## config.mk

```make
export PLATFORM = sky130hd
export DESIGN_NAME = vlid_decoder
export DESIGN_NICKNAME = d
export VERILOG_FILES = /design/src/rtl/vlid_pkg.sv /design/src/rtl/vlid_classify.sv /design/src/rtl/vlid_agen.sv /design/src/rtl/vlid_decoder.sv
export SDC_FILE = /design/constraint.sdc
export NUM_CORES = 1
export LEC_CHECK = 0
export CORE_AREA = 2 2 228 230
export CTS_CLUSTER_SIZE = 24
export DETAILED_ROUTE_END_ITERATION = 10
export DIE_AREA = 0 0 230 232
export DONT_BUFFER_PORTS = 1
export GPL_ROUTABILITY_DRIVEN = 1
export PLACE_DENSITY = 0.45
export SYNTH_ARGS = -nofsm -noshare
export SYNTH_HDL_FRONTEND = slang
export SYNTH_SLANG_ARGS = --single-unit
```

## constraint.sdc

```tcl
create_clock -name clk -period 5.3 [get_ports clk]
set_input_delay 0.53 -clock clk [delete_from_list [all_inputs] [get_ports clk]]
set_output_delay 0.53 -clock clk [all_outputs]
set_load 0.02 [all_outputs]
```

## src/rtl/vlid_pkg.sv

```systemverilog
// Package: shared format codes for the variable-length decoder.
// Assumes: every unit of the decoder imports these codes.
package vlid_pkg;
    typedef enum logic [2:0] {
        FMT_RR = 3'd0,
        FMT_RX = 3'd1,
        FMT_SI = 3'd2,
        FMT_ST = 3'd3,
        FMT_SS = 3'd4
    } fmt_e;
endpackage

```

## src/rtl/vlid_classify.sv

```systemverilog
// Module: opcode classifier. Maps the upper opcode nibble to a format
// code and an instruction length in bytes.
// Assumes: only the upper nibble of the first byte decides the layout.
module vlid_classify
    import vlid_pkg::*;
(
    input  logic [3:0] op_hi_i,
    output fmt_e       fmt_o,
    output logic [2:0] nbytes_o
);
    // Pick the format from the top two bits, splitting the 10 group by nibble.
    always_comb begin
        unique case (op_hi_i[3:2])
            2'b00:   fmt_o = FMT_RR;
            2'b01:   fmt_o = FMT_RX;
            2'b10:   fmt_o = (op_hi_i == 4'hB) ? FMT_ST : FMT_SI;
            default: fmt_o = FMT_SS;
        endcase
    end

    // Byte count per format.
    always_comb begin
        unique case (fmt_o)
            FMT_RR:  nbytes_o = 3'd2;
            FMT_SS:  nbytes_o = 3'd6;
            default: nbytes_o = 3'd4;
        endcase
    end
endmodule

```

## src/rtl/vlid_agen.sv

```systemverilog
// Module: operand address unit. Adds base register, optional index
// register and a zero-extended displacement, wrapping at AW bits.
// Assumes: register selector 0 stands for the value zero; AW > DISPW.
module vlid_agen #(
    parameter int AW    = 24,
    parameter int NREG  = 16,
    parameter int DISPW = 12,
    localparam int RIDX = $clog2(NREG)
) (
    input  logic [NREG*AW-1:0] gpr_i,
    input  logic [RIDX-1:0]    base_i,
    input  logic [RIDX-1:0]    index_i,
    input  logic               use_index_i,
    input  logic [DISPW-1:0]   disp_i,
    output logic [AW-1:0]      ea_o
);
    logic [AW-1:0] base_val, index_val;

    // Read the base register, forcing zero for selector 0.
    always_comb base_val = (base_i == '0) ? '0 : gpr_i[base_i*AW +: AW];

    // Read the index register only when the format uses one.
    always_comb index_val = (!use_index_i || index_i == '0) ? '0
                            : gpr_i[index_i*AW +: AW];

    // Three-way sum truncated to the address width.
    always_comb ea_o = base_val + index_val + {{(AW-DISPW){1'b0}}, disp_i};
endmodule

```

## src/rtl/vlid_decoder.sv

```systemverilog
// Module: top of the variable-length instruction decoder. Splits the
// window into bytes, classifies the opcode, forms up to two operand
// addresses and registers all results with a valid strobe.
// Assumes: win_i starts at the instruction's first byte (byte 0 in the
// top bits); gpr_i is stable in the cycle in_valid_i is high.
module vlid_decoder
    import vlid_pkg::*;
#(
    parameter int AW    = 24,
    parameter int NREG  = 16,
    parameter int DISPW = 12,
    parameter int WINB  = 6,
    localparam int RIDX = $clog2(NREG),
    localparam int WINW = 8 * WINB,
    localparam int NOPS = 2
) (
    input  logic               clk,
    input  logic               rst_n,
    input  logic               in_valid_i,
    input  logic [AW-1:0]      pc_i,
    input  logic [WINW-1:0]    win_i,
    input  logic [NREG*AW-1:0] gpr_i,
    output logic               out_valid_o,
    output logic [2:0]         out_fmt_o,
    output logic [15:0]        out_op_o,
    output logic [2:0]         out_len_o,
    output logic [AW-1:0]      out_next_pc_o,
    output logic [RIDX-1:0]    out_r1_o,
    output logic [RIDX-1:0]    out_r2_o,
    output logic [AW-1:0]      out_ea1_o,
    output logic [AW-1:0]      out_ea2_o,
    output logic [7:0]         out_imm_o,
    output logic [7:0]         out_lfield_o
);
    logic [7:0]       byt [WINB];
    fmt_e             fmt;
    logic [2:0]       nbytes;
    logic [AW-1:0]    ea   [NOPS];
    logic [RIDX-1:0]  r1, r2;
    logic [15:0]      opc;

    // Split the window into bytes, byte 0 first.
    for (genvar k = 0; k < WINB; k++) begin : g_bytes
        assign byt[k] = win_i[(WINB-1-k)*8 +: 8];
    end

    vlid_classify u_cls (
        .op_hi_i  (byt[0][7:4]),
        .fmt_o    (fmt),
        .nbytes_o (nbytes)
    );

    // One address unit per storage operand; operand k sits at bytes 2+2k, 3+2k.
    for (genvar k = 0; k < NOPS; k++) begin : g_ops
        vlid_agen #(.AW(AW), .NREG(NREG), .DISPW(DISPW)) u_agen (
            .gpr_i       (gpr_i),
            .base_i      (byt[2+2*k][7:4]),
            .index_i     (byt[1][3:0]),
            .use_index_i ((k == 0) && (fmt == FMT_RX)),
            .disp_i      ({byt[2+2*k][3:0], byt[3+2*k]}),
            .ea_o        (ea[k])
        );
    end

    // Register fields exist only in the register-pair and indexed formats.
    always_comb begin
        r1 = '0;
        r2 = '0;
        if (fmt == FMT_RR || fmt == FMT_RX) begin
            r1 = byt[1][7:4];
            r2 = byt[1][3:0];
        end
    end

    // Opcode is two bytes wide only for the storage format.
    always_comb opc = (fmt == FMT_ST) ? {byt[0], byt[1]} : {byt[0], 8'h00};

    // Output stage: capture decoded results, masking fields the format lacks.
    always_ff @(posedge clk) begin
        if (!rst_n) begin
            out_valid_o   <= 1'b0;
            out_fmt_o     <= '0;
            out_op_o      <= '0;
            out_len_o     <= '0;
            out_next_pc_o <= '0;
            out_r1_o      <= '0;
            out_r2_o      <= '0;
            out_ea1_o     <= '0;
            out_ea2_o     <= '0;
            out_imm_o     <= '0;
            out_lfield_o  <= '0;
        end else begin
            out_valid_o <= in_valid_i;
            if (in_valid_i) begin
                out_fmt_o     <= fmt;
                out_op_o      <= opc;
                out_len_o     <= nbytes;
                out_next_pc_o <= pc_i + {{(AW-3){1'b0}}, nbytes};
                out_r1_o      <= r1;
                out_r2_o      <= r2;
                out_ea1_o     <= (fmt == FMT_RR) ? '0 : ea[0];
                out_ea2_o     <= (fmt == FMT_SS) ? ea[1] : '0;
                out_imm_o     <= (fmt == FMT_SI) ? byt[1] : 8'h00;
                out_lfield_o  <= (fmt == FMT_SS) ? byt[1] : 8'h00;
            end
        end
    end

    // strobe follows an accepted input by one cycle.
    p_valid_follows_r9: assert property (@(posedge clk) disable iff (!rst_n)
        in_valid_i |=> out_valid_o);
    p_valid_idle_r9: assert property (@(posedge clk) disable iff (!rst_n)
        !in_valid_i |=> !out_valid_o);

    // length agrees with the registered format code.
    p_len_fmt_r2: assert property (@(posedge clk) disable iff (!rst_n)
        out_valid_o |-> ((out_fmt_o == 3'd0 && out_len_o == 3'd2) ||
                         (out_fmt_o == 3'd4 && out_len_o == 3'd6) ||
                         (out_fmt_o inside {3'd1, 3'd2, 3'd3} && out_len_o == 3'd4)));

    // next address is last cycle's address plus the length.
    p_next_pc_r3: assert property (@(posedge clk) disable iff (!rst_n)
        out_valid_o |-> out_next_pc_o == AW'($past(pc_i) + {{(AW-3){1'b0}}, out_len_o}));

    // fields foreign to the format stay zero.
    p_ss_only_r10: assert property (@(posedge clk) disable iff (!rst_n)
        (out_valid_o && out_fmt_o != 3'd4) |-> (out_ea2_o == '0 && out_lfield_o == 8'h00));
    p_imm_only_r10: assert property (@(posedge clk) disable iff (!rst_n)
        (out_valid_o && out_fmt_o != 3'd2) |-> out_imm_o == 8'h00);
endmodule

```

==> metrics.md, run 1 <==
| Metric | Value |
|---|---|
| Result of the run | `finished, final reports clean` |
| Buffer and inverter count on the worst path | `0` |
| Adder and majority gate portion of the synthesized area | `6.105%` |
| IO buf count | `0` |
| Master cell of the clock root buffer | `sky130_fd_sc_hd__clkbuf_16` |
| # placed instances | `1895` |
| Net count after synthesis | `1854` |
| Category of the worst setup path capture point | `flip-flop` |
| Total die area | `53360 um^2` |
| Post-synthesis xor/xnor area fraction | `2.719%` |
| Resized cells post-CTS | `0` |
| Pwr Total | `3.715 mW` |
| Pleak | `5.620 nW` |
| Leading post-synthesis cells by instance count | `sky130_fd_sc_hd__mux4_2, sky130_fd_sc_hd__nor2_1, sky130_fd_sc_hd__dfxtp_1` |
| Fmax | `210.7 MHz` |
| FP Rows | `83` |
| Area added between synthesis and finish | `5.685%` |
| Beginning of the worst register-to-register path | `out_ea1_o[0]` |
| Post-synthesis mux area share | `52.30%` |
| Clock edge transition at the registers on the reported setup and hold paths | `0.06 ns` |
| Total Negative Setup Slacks | `0 ns` |
| Insertion delay to the later sink of the worst-skew pair | `0.43 ns` |
| Max Root-Sink Buffers | `2` |
| Crit-path max FO | `94` |
| Average wire length per cell after detail routing | `33.74 um` |
| Compound-gate portion of the synthesized area | `8.285%` |
| Setup fix buffers added after clock tree synthesis | `0` |
| Areal power density over the cells | `222.7 nW/um^2` |
| Post-synthesis share of cell area spent on and, or, nand and nor gates | `11.01%` |
| Total number of clock tree sinks | `118` |
| Post-route clock period utilization | `89.56%` |
| Most frequent cell after synthesis | `sky130_fd_sc_hd__mux4_2` |
| Async set-reset flop share out of synthesis | `0%` |
| VDD IR max | `0.2043 mV` |
| Count of hold buffers inserted by post-cts repair | `0` |
| Class of the tightest hold or removal check | `in -> reg` |
| Family with the most delay on the worst path | `compound AO/OA/AOI/OAI gates` |
| I/O pin count | `578` |
| Initial DRC Count | `1094` |
| Remaining routing DRC violations | `0` |
| Avg Synthesized Cell Area | `11.89 um^2` |
| Floorplan die height | `232 um` |
| Hold endpoint | `out_next_pc_o[4]` |
| Pin count of the biggest net entering global routing | `100` |
| Placed wire-length estimate | `51200 um` |
| Final setup violation count | `0` |
| Antenna violations before repair | `7` |
| Post-layout nets | `1761` |
| Layout cells sized above 1 | `31.84%` |
| Minimum period implied by the final worst setup slack | `4.747 ns` |
| Post-synth EDFFs | `0` |
| Highest cell delay on the worst timing path | `0.55 ns` |
| Number of violations of the max-capacitance limit | `0` |
| Critical-path cell with the highest stage delay | `sky130_fd_sc_hd__mux4_2` |
| Slew of the pin with the lowest slew margin | `0.9654 ns` |
| Final Wtd Congestion | `0.9264` |
| Synthesized instance count | `1327` |
| Flip-flop and latch count after synthesis | `118` |
| Hold_sp | `in_valid_i` |
| Depth of the worst hold-timing path | `1` |
| Starting density of the core | `31.01%` |
| Total Routing Usage GR | `24.17%` |
| Detailed-router iteration count before antenna repair | `5` |
| Type of element launching the critical path | `input pin` |
| CTS tree | `done` |
| Number of H-tree levels | `4` |
| Overall routed net length | `65090 um` |
| Synth Warn # | `0` |
| Cell area after synthesis | `15780 um^2` |
| Wire length of the first global-routing pass | `93540 um` |
| Die width | `230 um` |
| Drt via density | `6.400` |
| Count of endpoints failing hold in the final timing report | `0` |
| Global route total overflow | `0` |
| Number of cells in the finished layout apart from fillers | `1929` |
| Worst path cell trace | `mux4_2 > mux4_2 > nor2b_1 > fa_1 > ha_1 > fa_1 > a211oi_1 > nor3_1 > o211ai_1 > a31oi_1 > o31a_1 > o21a_1 > or3_1 > a32o_1` |
| Data arrival time of the worst path | `5.08 ns` |
| Maximum clock skew at final layout | `0 ns` |
| Setup repair after global routing missed its margin | `no` |
| Cell depth of the worst flop-to-flop path | `2` |
| Most used flip-flop cell after synthesis | `sky130_fd_sc_hd__dfxtp_1` |
| Number of different library cells in the post-synthesis netlist | `66` |
| Final number of max-transition violations | `0` |
| Core area | `50890 um^2` |
| Most area-hungry cell type in the Yosys netlist | `sky130_fd_sc_hd__mux4_2` |
| Register-to-register path setup slack | `4.40 ns` |
| Combinational family with the most area after synthesis | `multiplexers` |
| Post-synth top area share | `47.81%` |
| Inserted Clock Buffers | `17` |
| Max-slew headroom | `35.40%` |
| Via count of the first global-routing pass | `12753` |
| Largest cells by area after synthesis | `sky130_fd_sc_hd__mux4_2, sky130_fd_sc_hd__dfxtp_1, sky130_fd_sc_hd__ha_1` |
| Vias post-DR | `12346` |
| CP Class | `in -> reg` |
| Worst flop-to-flop path endpoint | `out_ea1_o[0]` |
| Sequential share of the synthesized area | `14.97%` |
| Required time at the endpoint of the critical path | `5.63 ns` |
| ANT nets after route | `0` |
[where the power goes]
part	total, mW	leakage [nW]	switching [mW]	internal (mW)
clock network	1.15	0.288	0.423	0.726
registers	1.11	0.966	0.155	0.952
logic	1.46	4.37	0.642	0.817
[worst max-delay path by stage]
stage                          from            end  slack, ns  cells past startpoint
final                     win_i[28]  out_ea1_o[21]       0.55                     14
after CTS                 win_i[32]  out_ea1_o[21]       0.67                     14
after floorplan           win_i[32]  out_ea1_o[21]       0.02                     17
after detailed placement  win_i[32]  out_ea1_o[21]       0.19                     14
after global placement    win_i[32]  out_ea1_o[21]       0.22                     14
after global routing      win_i[28]  out_ea1_o[21]       0.36                     14
[routing by layer]
layer	share of wire (%)	global-route usage [%]
met5	0.041	0
met4	2.6	7.077
met3	12	10.20
met2	48	39.46
met1	37	29.09
[registers in the layout, indices dropped and copies added (netlist names)]
| signal | flops |
|---|---|
| out_ea1_o | 24 |
| out_ea2_o | 24 |
| out_next_pc_o | 24 |
| out_op_o | 16 |
| out_imm_o | 8 |
| out_lfield_o | 8 |
| out_r1_o | 4 |
| out_r2_o | 4 |
| out_fmt_o | 3 |
| out_len_o | 2 |
| out_valid_o | 1 |
[kinds of logic (layout without fill, tap and decap cells)]
logic type / count (synthesis) / count (layout)
DFF: 118 / 118
buffers and inverters: 144 / 64
muxes: 384 / 384
and+or+nand+nor: 361 / 361
other: 1 / 3
xor gates and xnor gates: 49 / 49
AOI/OAI and AO/OA: 202 / 202
adders and majority gates: 68 / 68
[per-stage QoR]
step / hold slack, ns / setup WS (ns) / instance area [um^2] / util [%]
2_1_floorplan: 0.5163 / 0.02127 / 15800 / -
3_3_place_gp: 0.5706 / 0.2184 / 16090 / 31.63
3_5_place_dp: 0.5744 / 0.1948 / 16090 / 31.63
4_1_cts: 0.1653 / 0.6708 / 16670 / 32.77
5_1_grt: 0.1841 / 0.3598 / 16680 / 32.78
6_report: 0.1995 / 0.5532 / 16680 / 32.78
[cell type report]
| type | count | area (um^2) |
|---|---|---|
| repair buffers | 13 | 97.59 |
| diodes | 2 | 5.005 |
| multi-input cells | 1065 | 12710 |
| flip-flops and latches | 118 | 2362 |
| clock buffers | 24 | 481.7 |
| fillers | 5207 | 34210 |
| inverters | 19 | 72.57 |
| clock inverters | 8 | 97.59 |
| well taps | 680 | 850.8 |
[placed cells by master (no fill, tap or decap), drive strengths merged, types with 9 or more instances in the layout]
master,instances
a211oi,31
a21oi,59
a22oi,30
and2,12
and3,9
buf,13
clkbuf,24
dfxtp,118
fa,15
ha,53
inv,18
mux2i,31
mux4,347
nand2,58
nand2b,10
nand3,13
nor2,153
nor2b,51
nor3,17
o21ai,34
or3,9
xnor2,27
xor2,22
(Power assumes the default switching activity.)
==> inputs of run 2 (changes only) <==
Settings changed: CORE_AREA 2 2 228 230 to 2 2 224 226, DIE_AREA 0 0 230 232 to 0 0 226 228.
Clock period 5.3 ns to 5.5 ns, I/O delays scaled along.
==> run 2 against run 1 <==
Combinational power fell by 4%; non-clock buffer count fell by 4; final cell count fell by 0.41%; die area fell by 3.4%; sequential power fell by 5%; largest power group unchanged; wire length rose by 0.20%.
==> metrics.md, run 2 (synthesized netlist as in run 1, its figures left out) <==
| Metric | Value |
|---|---|
| Detailed-router iteration count before antenna repair | `5 (unchanged)` |
| Final number of max-transition violations | `0 (unchanged)` |
| Multi-input combinational cell area | `12710 um^2 (unchanged)` |
| Part of the power in the clock network | `32.1% (+1.2 points)` |
| IO buf count | `0 (unchanged)` |
| Cell internal power dissipation | `2.441 mW (-2.2%)` |
| Total net switching power | `1.187 mW (-2.7%)` |
| Registers with the highest flip-flop counts | `out_ea1_o: 24 flops, out_ea2_o: 24 flops, out_next_pc_o: 24 flops` |
| Part of the total power dissipated in sequential elements | `29.3% (-0.5 points)` |
| Met3 track demand over resource in global routing | `10.72% (+0.51 points)` |
| Maximum clock skew at final layout | `0 ns (unchanged)` |
| Antenna violations before repair | `6 (-1)` |
| Area taken by flip-flops and latches | `2362 um^2 (unchanged)` |
| Setup fix buffers added after clock tree synthesis | `0 (unchanged)` |
| Die width | `226 um (-1.7%)` |
| Data arrival time of the worst path | `5.09 ns (about the same)` |
| Minimum period implied by the final worst setup slack | `4.764 ns` |
| Average wire length per cell after detail routing | `33.95 um (+0.61%)` |
| Total Routing Usage GR | `25.12% (+0.95 points)` |
| GR met2 Demand/Resource | `40.88% (+1.4 points)` |
| Insertion delay to the later sink of the worst-skew pair | `0.43 ns (about the same)` |
| Post-route clock period utilization | `86.62%` |
| Total number of clock tree sinks | `118 (unchanged)` |
| Final Wtd Congestion | `0.9261 (about the same)` |
| Class of the tightest hold or removal check | `in -> reg` |
| FP Rows | `82 (-1.2%)` |
| Areal power density over the cells | `217.4 nW/um^2 (-2.4%)` |
| Overall routed net length | `65220 um (+0.20%)` |
| Pleak | `5.614 nW (-0.11%)` |
| Pin count of the biggest net entering global routing | `100 (unchanged)` |
| Total Negative Setup Slacks | `0 ns (unchanged)` |
| Slew of the pin with the lowest slew margin | `1.011 ns (+0.04570 ns)` |
| Count of hold buffers inserted by post-cts repair | `0 (unchanged)` |
| Most used routing layer in global routing | `met2` |
| Most frequent standard cell in the layout excluding fill and tap cells | `sky130_fd_sc_hd__mux4_2` |
| Max-slew headroom | `32.59% (-2.8 points)` |
| Number of violations of the max-capacitance limit | `0 (unchanged)` |
| CP Class | `in -> reg` |
| Post-layout nets | `1757 (-0.23%)` |
| Commonest cells after routing, fill and taps aside | `sky130_fd_sc_hd__mux4_2, sky130_fd_sc_hd__nor2_1, sky130_fd_sc_hd__dfxtp_1, sky130_fd_sc_hd__a21oi_1, sky130_fd_sc_hd__nand2_1` |
| CTS tree | `done` |
| Crit-path max FO | `94 (unchanged)` |
| Number of H-tree levels | `4 (unchanged)` |
| Switching share of power | `32.71% (-0.12 points)` |
| Starting density of the core | `31.98% (+0.97 points)` |
| Final cell utilization of the core | `33.81% (+1.0 points)` |
| Final setup violation count | `0 (unchanged)` |
| Count of endpoints failing hold in the final timing report | `0 (unchanged)` |
| Placed wire-length estimate | `51420 um (+0.43%)` |
| Fraction of met1 tracks used by global routing | `30.27% (+1.2 points)` |
| Remaining routing DRC violations | `0 (unchanged)` |
| Core area | `49350 um^2 (-3.0%)` |
| Resized cells post-CTS | `0 (unchanged)` |
| Max Root-Sink Buffers | `2 (unchanged)` |
| Initial DRC Count | `979 (-11%)` |
| Setup repair after global routing missed its margin | `no` |
| Category of the worst setup path capture point | `flip-flop` |
| Via count of the first global-routing pass | `12658 (-0.74%)` |
| Layout cells sized above 1 | `31.94% (+0.10 points)` |
| Fmax | `209.9 MHz` |
| Type of element launching the critical path | `input pin` |
| Total die area | `51530 um^2 (-3.4%)` |
| Global route total overflow | `0 (unchanged)` |
| Area added between synthesis and finish | `5.740% (about the same)` |
| VDD IR max | `0.1499 mV (-27%)` |
| Floorplan die height | `228 um (-1.7%)` |
| I/O pin count | `578 (unchanged)` |
| Result of the run | `finished, final reports clean` |
| Master cell of the clock root buffer | `sky130_fd_sc_hd__clkbuf_16` |
| Inserted Clock Buffers | `17 (unchanged)` |
| Required time at the endpoint of the critical path | `5.83 ns (+0.20 ns)` |
| ANT nets after route | `0 (unchanged)` |
| Wire length of the first global-routing pass | `93340 um (-0.21%)` |
| Number of fill cells in the layout | `4993 (-4.1%)` |
| Clock edge transition at the registers on the reported setup and hold paths | `0.06 ns (about the same)` |
| Gate power share | `38.5% (-0.8 points)` |
| Drt via density | `6.469 (+1.1%)` |
| Vias post-DR | `12427 (+0.66%)` |
| Pwr Total | `3.628 mW (-2.3%)` |
-- run 2: changes by cell type in the layout (fill, tap and decap cells not counted) --
cell / delta
sky130_fd_sc_hd__buf_4: -4
sky130_fd_sc_hd__bufinv_16: +1
sky130_fd_sc_hd__clkbuf_1: -4
sky130_fd_sc_hd__clkinv_4: +1
sky130_fd_sc_hd__clkinvlp_4: +2
sky130_fd_sc_hd__diode_2: +4
-- run 2: power by group through the flow --
stage / registers [mW] / clock network (mW) / logic (mW)
after floorplan: 1.04 / 0 / 1.21
after global placement: 1.09 / 0 / 1.40
after detailed placement: 1.09 / 0 / 1.41
after CTS: 1.07 / 1.20 / 1.41
after global routing: 1.07 / 1.24 / 1.52
final: 1.06 / 1.17 / 1.40
-- run 2: final timing paths --
| kind | from | to | slack [ns] | depth (start not counted) |
|---|---|---|---|---|
| min | in_valid_i | out_next_pc_o[10] | 0.21 | 1 |
| min reg2reg | out_ea2_o[22] | out_ea2_o[22] | 0.56 | 2 |
| max reg2reg | out_ea1_o[0] | out_ea1_o[0] | 4.55 | 2 |
| max | win_i[28] | out_ea1_o[21] | 0.74 | 14 |
-- run 2: critical path, cell delays in order --
cell and delay (ns):
sky130_fd_sc_hd__mux4_2 0.55, sky130_fd_sc_hd__mux4_2 0.49, sky130_fd_sc_hd__nor2b_1 0.16, sky130_fd_sc_hd__fa_1 0.42, sky130_fd_sc_hd__ha_1 0.27, sky130_fd_sc_hd__fa_1 0.49
sky130_fd_sc_hd__a211oi_1 0.31, sky130_fd_sc_hd__nor3_1 0.13, sky130_fd_sc_hd__o211ai_1 0.32, sky130_fd_sc_hd__a31oi_1 0.19, sky130_fd_sc_hd__o31a_1 0.30, sky130_fd_sc_hd__o21a_1 0.19
sky130_fd_sc_hd__or3_1 0.31, sky130_fd_sc_hd__a32o_1 0.26
-- run 2: layer usage --
layer	vias to the layer above	wire length [um]
met5	-	38
met4	6	1679
met3	73	8338
met2	716	31250
met1	6393	23910
li1	5239	-
-- run 2: layout make-up --
cell class / count / share of cell area (%)
clock inverter: 12 / 0.9072
tap: 672 / 5.039
inverter: 19 / 0.4349
clock buffer: 20 / 2.797
antenna: 6 / 0.08998
timing repair buffer: 9 / 0.4049
sequential: 118 / 14.16
multi-input combinational: 1065 / 76.17
-- run 2: stage by stage --
step                      worst slack [ns]  area [um^2]  hold slack, ns  std cells
after detailed placement            0.3709        16050          0.5664       1883
final                               0.7361        16690          0.2130       1921
after global placement              0.4125        16050          0.5602       1883
after CTS                           0.8547        16670          0.1809       1915
after floorplan                    0.09903        15790          0.5163       1327
after global routing                0.6463        16690          0.1861       1921
==> inputs of run 3 (changes only) <==
Settings changed: CTS_CLUSTER_SIZE 24 to default.
==> results of run 3 <==
Final layout, timing and power as in run 2 (identical DEF).
